===== src/rtl/bp_weight_table.sv =====
module bp_weight_table #(
  parameter int N  = 8,
  parameter int WW = 4,
  localparam int VN = 2 * N,
  localparam int VW = $clog2(VN),
  localparam int GW = $clog2(N + 1)
) (
  input  logic                 clk,
  input  logic                 rst_n,
  input  logic                 start,
  input  logic                 in_valid,
  output logic                 in_ready,
  input  logic [GW-1:0]        in_gene,
  input  logic                 in_neg,
  input  logic                 in_last,
  output logic                 done,
  input  logic [VW-1:0]        rd_a,
  input  logic [VW-1:0]        rd_b,
  output logic signed [WW-1:0] rd_w
);
  localparam logic signed [WW-1:0] W_INIT = WW'(3);
  localparam logic signed [WW-1:0] W_NEG  = {1'b1, {(WW-1){1'b0}}};

  typedef enum logic [1:0] {S_IDLE, S_CLR, S_LOAD, S_DONE} st_t;
  st_t st;

  logic signed [WW-1:0] tbl [VN][VN];
  logic [VW-1:0] row, prev_v, cur_v;
  logic [1:0]    gcnt;
  logic          have_prev, acc, dec;
  logic signed [WW-1:0] w_cur;

  assign in_ready = (st == S_LOAD);
  assign done     = (st == S_DONE);
  assign acc      = in_valid && in_ready && !start;
  assign cur_v    = VW'(2 * (int'(in_gene) - 1)) | VW'(in_neg);
  assign w_cur    = tbl[prev_v][cur_v];
  assign dec      = acc && have_prev && (prev_v[VW-1:1] != cur_v[VW-1:1]) && (w_cur > 0);
  assign rd_w     = tbl[rd_a][rd_b];

  always_ff @(posedge clk or negedge rst_n) begin
    if (!rst_n) begin
      st        <= S_IDLE;
      row       <= '0;
      prev_v    <= '0;
      have_prev <= 1'b0;
      gcnt      <= '0;
    end else if (start) begin
      st        <= S_CLR;
      row       <= '0;
      have_prev <= 1'b0;
      gcnt      <= '0;
    end else begin
      case (st)
        S_CLR: begin
          row <= row + 1'b1;
          if (int'(row) == VN - 1) st <= S_LOAD;
        end
        S_LOAD: if (acc) begin
          prev_v    <= cur_v ^ VW'(1);
          have_prev <= !in_last;
          if (in_last) begin
            gcnt <= gcnt + 1'b1;
            if (gcnt == 2'd2) st <= S_DONE;
          end
        end
        default: ;
      endcase
    end
  end

  always_ff @(posedge clk) begin
    if (st == S_CLR) begin
      for (int j = 0; j < VN; j++)
        tbl[row][j] <= ((int'(row) >> 1) == (j >> 1)) ? W_NEG : W_INIT;
    end else if (dec) begin
      tbl[prev_v][cur_v] <= w_cur - WW'(1);
      tbl[cur_v][prev_v] <= w_cur - WW'(1);
    end
  end
endmodule



===== config.mk =====
export PLATFORM = sky130hd
export DESIGN_NAME = bp_weight_table
export DESIGN_NICKNAME = d
export VERILOG_FILES = /design/src/rtl/bp_weight_table.sv
export SDC_FILE = /design/constraint.sdc
export NUM_CORES = 2
export LEC_CHECK = 0
export CAP_MARGIN = 30
export CORE_ASPECT_RATIO = 0.75
export CORE_MARGIN = 2
export CORE_UTILIZATION = 40
export CTS_BUF_LIST = sky130_fd_sc_hd__clkbuf_4 sky130_fd_sc_hd__clkbuf_8 sky130_fd_sc_hd__clkbuf_16
export CTS_CLUSTER_SIZE = 10
export DETAILED_ROUTE_END_ITERATION = 10
export PLACE_DENSITY_LB_ADDON = 0.08
export SYNTH_ARGS = -nofsm -noshare
export SYNTH_HDL_FRONTEND = slang
export SYNTH_SLANG_ARGS = --single-unit

===== constraint.sdc =====
create_clock -name clk -period 5.4 [get_ports clk]
set_clock_uncertainty 0.15 [all_clocks]
set_input_delay 0.54 -clock clk [delete_from_list [all_inputs] [get_ports clk]]
set_output_delay 0.54 -clock clk [all_outputs]
set_load 0.02 [all_outputs]

==> impl_metrics.toml <==
[cells_and_area]
multi_input_area_mm2 = 0.0243
final_common_cell = "edfxtp_1"
register_area_mm2 = 0.0311
final_cell_mix = "edfxtp_1, mux4_2, buf_4"
drive_above_1_share = 0.322
syn_to_final_growth_pct = 17.9
nets = 4454
final_cell_area_mm2 = 0.0683
num-fill-cells = 12800
instances_no_fill = 6388

[logic_synthesis]
synth-edff-count = 1024
synth_cells = 4259
ys_seq_area_frac = 0.536
post_synth_num_cell_types = 61
synth_seq_cells = 1037
yosysWarningCount = 0
synth_top_area_share = 0.531
synth.area.top_cells = "edfxtp_1, mux4_2, a21oi_1"
avgSynthCellArea_um2 = 13.6
synthesis.nets = 4281
yosysTopAreaCell = "edfxtp_1"
ys_async_sr_fraction = 0.0125
synthFlopType = "edfxtp_1"
syn_area_mm2 = 0.0579

[die]
num_rows = 120
core_mm2 = 0.143
num_io_pins = 24
die_h_um = 334
die_w_um = 443
die-area_mm2 = 0.148
initial_core_util = 0.405

[timing]
clock.fmax_mhz = 184
worst_pin_slew_ns = 1.08
setup_ws_ns = -0.0330
setup_viol = 23
relSlewSlack = 0.277
final-hold-violation-count = 0
rsz0062_at_grt = "yes"
period_share = 1.01
period_minus_slack_ns = 5.43
finalSetupTns_ns = -0.237
finalMaxSlewViolations = 0

[critical_path]
critPathRequiredTime_ns = 5.72
cp_data_arrival_time_ns = 5.75
reg2reg_to = "tbl[10][56]"
worst-path-buf-inv = 10
critPathKind = "reg -> reg"
worst_path_max_delay_cell = "dfrtp_4"
crit_chain = "buf_12, buf_12, buf_6, buf_6, nor2b_2, buf_12, a22oi_1, a31oi_1, a31oi_1, o21ai_1, buf_4, a32oi_4, buf_4, nor3_2, buf_12, nand3_1, buf_4, o211ai_1, buf_4"
cp_max_fo = 33
end_kind = "flip-flop"
reg2reg_setup_slack_ns = -0.03
reg2reg_depth = 19
start_kind = "flip-flop"
worst-path-stages = 19
max_stage_delay_ns = 0.44
timing.rr.start = "prev_v[0]"
path_delay_family = "buffers and inverters"

[flow_run]
drv_cap = 0

[power_and_ir_drop]
switching_share = 0.265
power_frac_comb = 0.140
ir_drop_mv = 0.238
clkPwrFrac = 0.393
power_density_mw_per_mm2 = 284
p_seq_frac = 0.467
p_switching_mw = 5.14
p_leak_nw = 21.8
p_int_mw = 14.3

[route]
wl_met2_um = 102000
drt.antenna.violating_nets = 0
wl_per_cell_um = 38.1
viasPerCell = 6.88
m1WireLength_um = 107000
drtIter0Drc = 6761
vias = 43900
wirelength_um = 244000
dr.max_layer_used = "met5"
first_pass_iters = 6
route.met3.wl_um = 28500
drc = 0

[grt]
grt_pass1_wl_um = 337000
track_usage = 0.322
grt_antenna_before_repair = 8
grt_pass1_vias = 41800
grt_overflow = 0
grt_max_degree = 136

[cts]
cts-root-buf = "clkbuf_16"
cts_tree = "done"
clockBufferDepth = 3
clk_latency_ns = 0.79
cts_num_sinks = 1037
cts_buffers = 116
clk_pin_slew_ns = 0.06
htreeDepth = 3

[outcome]
failed_checks = "setup timing"
status = "finished, violations left"

[placement]
place_congestion = 1.02
dp_slack_ns = -0.594
place_inst = 6189
io_buffers = 22
place_area_mm2 = 0.0643
place.detailed.hpwl_um = 169000

[worst_hold_path]
worstHoldEndpoint = "gcnt[1]"
hp-start = "in_last"
hp-class = "in -> reg"
hold_depth = 4
[how the worst max path moves through the flow]
stage | startpoint | to | slack (ns)
2_1_floorplan | in_gene[0] | tbl[14][12] | 0.23
3_3_place_gp | in_gene[0] | tbl[2][62] | -0.59
3_5_place_dp | in_gene[0] | tbl[2][62] | -0.59
4_1_cts | prev_v[0] | tbl[2][37] | -0.005
5_1_grt | prev_v[0] | tbl[6][60] | -0.08
6_report | prev_v[0] | tbl[10][56] | -0.03
[flip-flops by register name, indices dropped and copies added (netlist names)]
| register | count |
|---|---|
| st | 2 |
| prev_v | 4 |
| have_prev | 1 |
| gcnt | 2 |
| tbl | 1024 |
| row | 4 |
[cells in the mapped netlist (4+ instances only)]
cell,number
buf_1,65
edfxtp_1,1024
o22a_1,4
nand2_1,209
mux2_2,6
and3_1,5
dfrtp_1,13
a32oi_1,6
o22ai_1,15
nor2b_1,14
a21oi_1,480
o31ai_1,8
nor2_1,229
or2_2,4
xnor2_1,6
mux2i_1,98
o21ai_0,90
o41ai_1,5
a22oi_1,97
o221ai_1,40
nand4_1,11
buf_4,20
nand3_1,74
buf_6,23
inv_1,37
ha_1,4
o211ai_1,35
nand2b_1,15
clkbuf_1,353
nor4_1,4
and2_1,8
mux4_2,567
a31oi_1,278
or3_1,13
nor3_1,218
buf_2,140
[metrics by stage]
| stage | power (mW) | hold slack (ns) | utilization |
|---|---|---|---|
| final | 19.4 | 0.328 | 0.477 |
| after global routing | 19.9 | 0.325 | 0.477 |
| after CTS | 19.4 | 0.274 | 0.474 |
| after detailed placement | 11.8 | 0.363 | 0.449 |
| after global placement | 11.8 | 0.360 | 0.449 |
| after floorplan | 10.6 | 0.0944 | - |
[timing repair]
action,4_1_cts,5_1_grt
setup endpoints to repair,775,1039
buffers inserted,0,7
gates resized for setup,9,38
hold buffers,1,0
pin swaps,0,5
gates cloned,0,8
endpoints found under the hold margin,8,0
[kinds of logic (layout without fill, tap and decap cells)]
family	after synthesis	count (layout)	synth area share
AO/OA/AOI/OAI	1084	1084	0.111
flip-flops	1037	1037	0.536
AND/OR/NAND/NOR	816	816	0.0631
multiplexers	671	671	0.238
buffers and inverters	639	874	0.0487
XOR/XNOR	8	8	0.00121
adder cells (fa/ha/maj)	4	4	0.000864
other	0	3	0
[worst reg2reg max path: cells and delay by family, from the launching register on]
kind                   cells  cell delay, ns
buffers and inverters     10            2.25
AO/OA/AOI/OAI              6            1.47
flip-flops                 1            0.44
AND/OR/NAND/NOR            3            0.79
[per-layer routing]
| metal | vias up | global-route usage |
|---|---|---|
| li1 | 17600 | - |
| met1 | 23300 | 0.497 |
| met2 | 2714 | 0.448 |
| met3 | 348 | 0.0858 |
| met4 | 4 | 0.0808 |
| met5 | - | 0 |
[power groups by stage]
stage | Clock, mW | Combinational (mW) | Sequential (mW)
floorplan | 0 | 1.39 | 9.17
global placement | 0 | 2.58 | 9.21
detailed placement | 0 | 2.59 | 9.21
CTS | 7.71 | 2.60 | 9.05
global route | 8.01 | 2.81 | 9.06
finish | 7.62 | 2.72 | 9.05
[area by class of cell]
class	instances	area share
timing repair buffer	656	0.101
sequential	1037	0.455
tap	1891	0.0346
antenna	3	0.000110
clock buffer	173	0.0497
inverter	38	0.00209
clock inverter	7	0.000989
multi-input combinational	2583	0.356
Power figures use the tool's default switching activity.
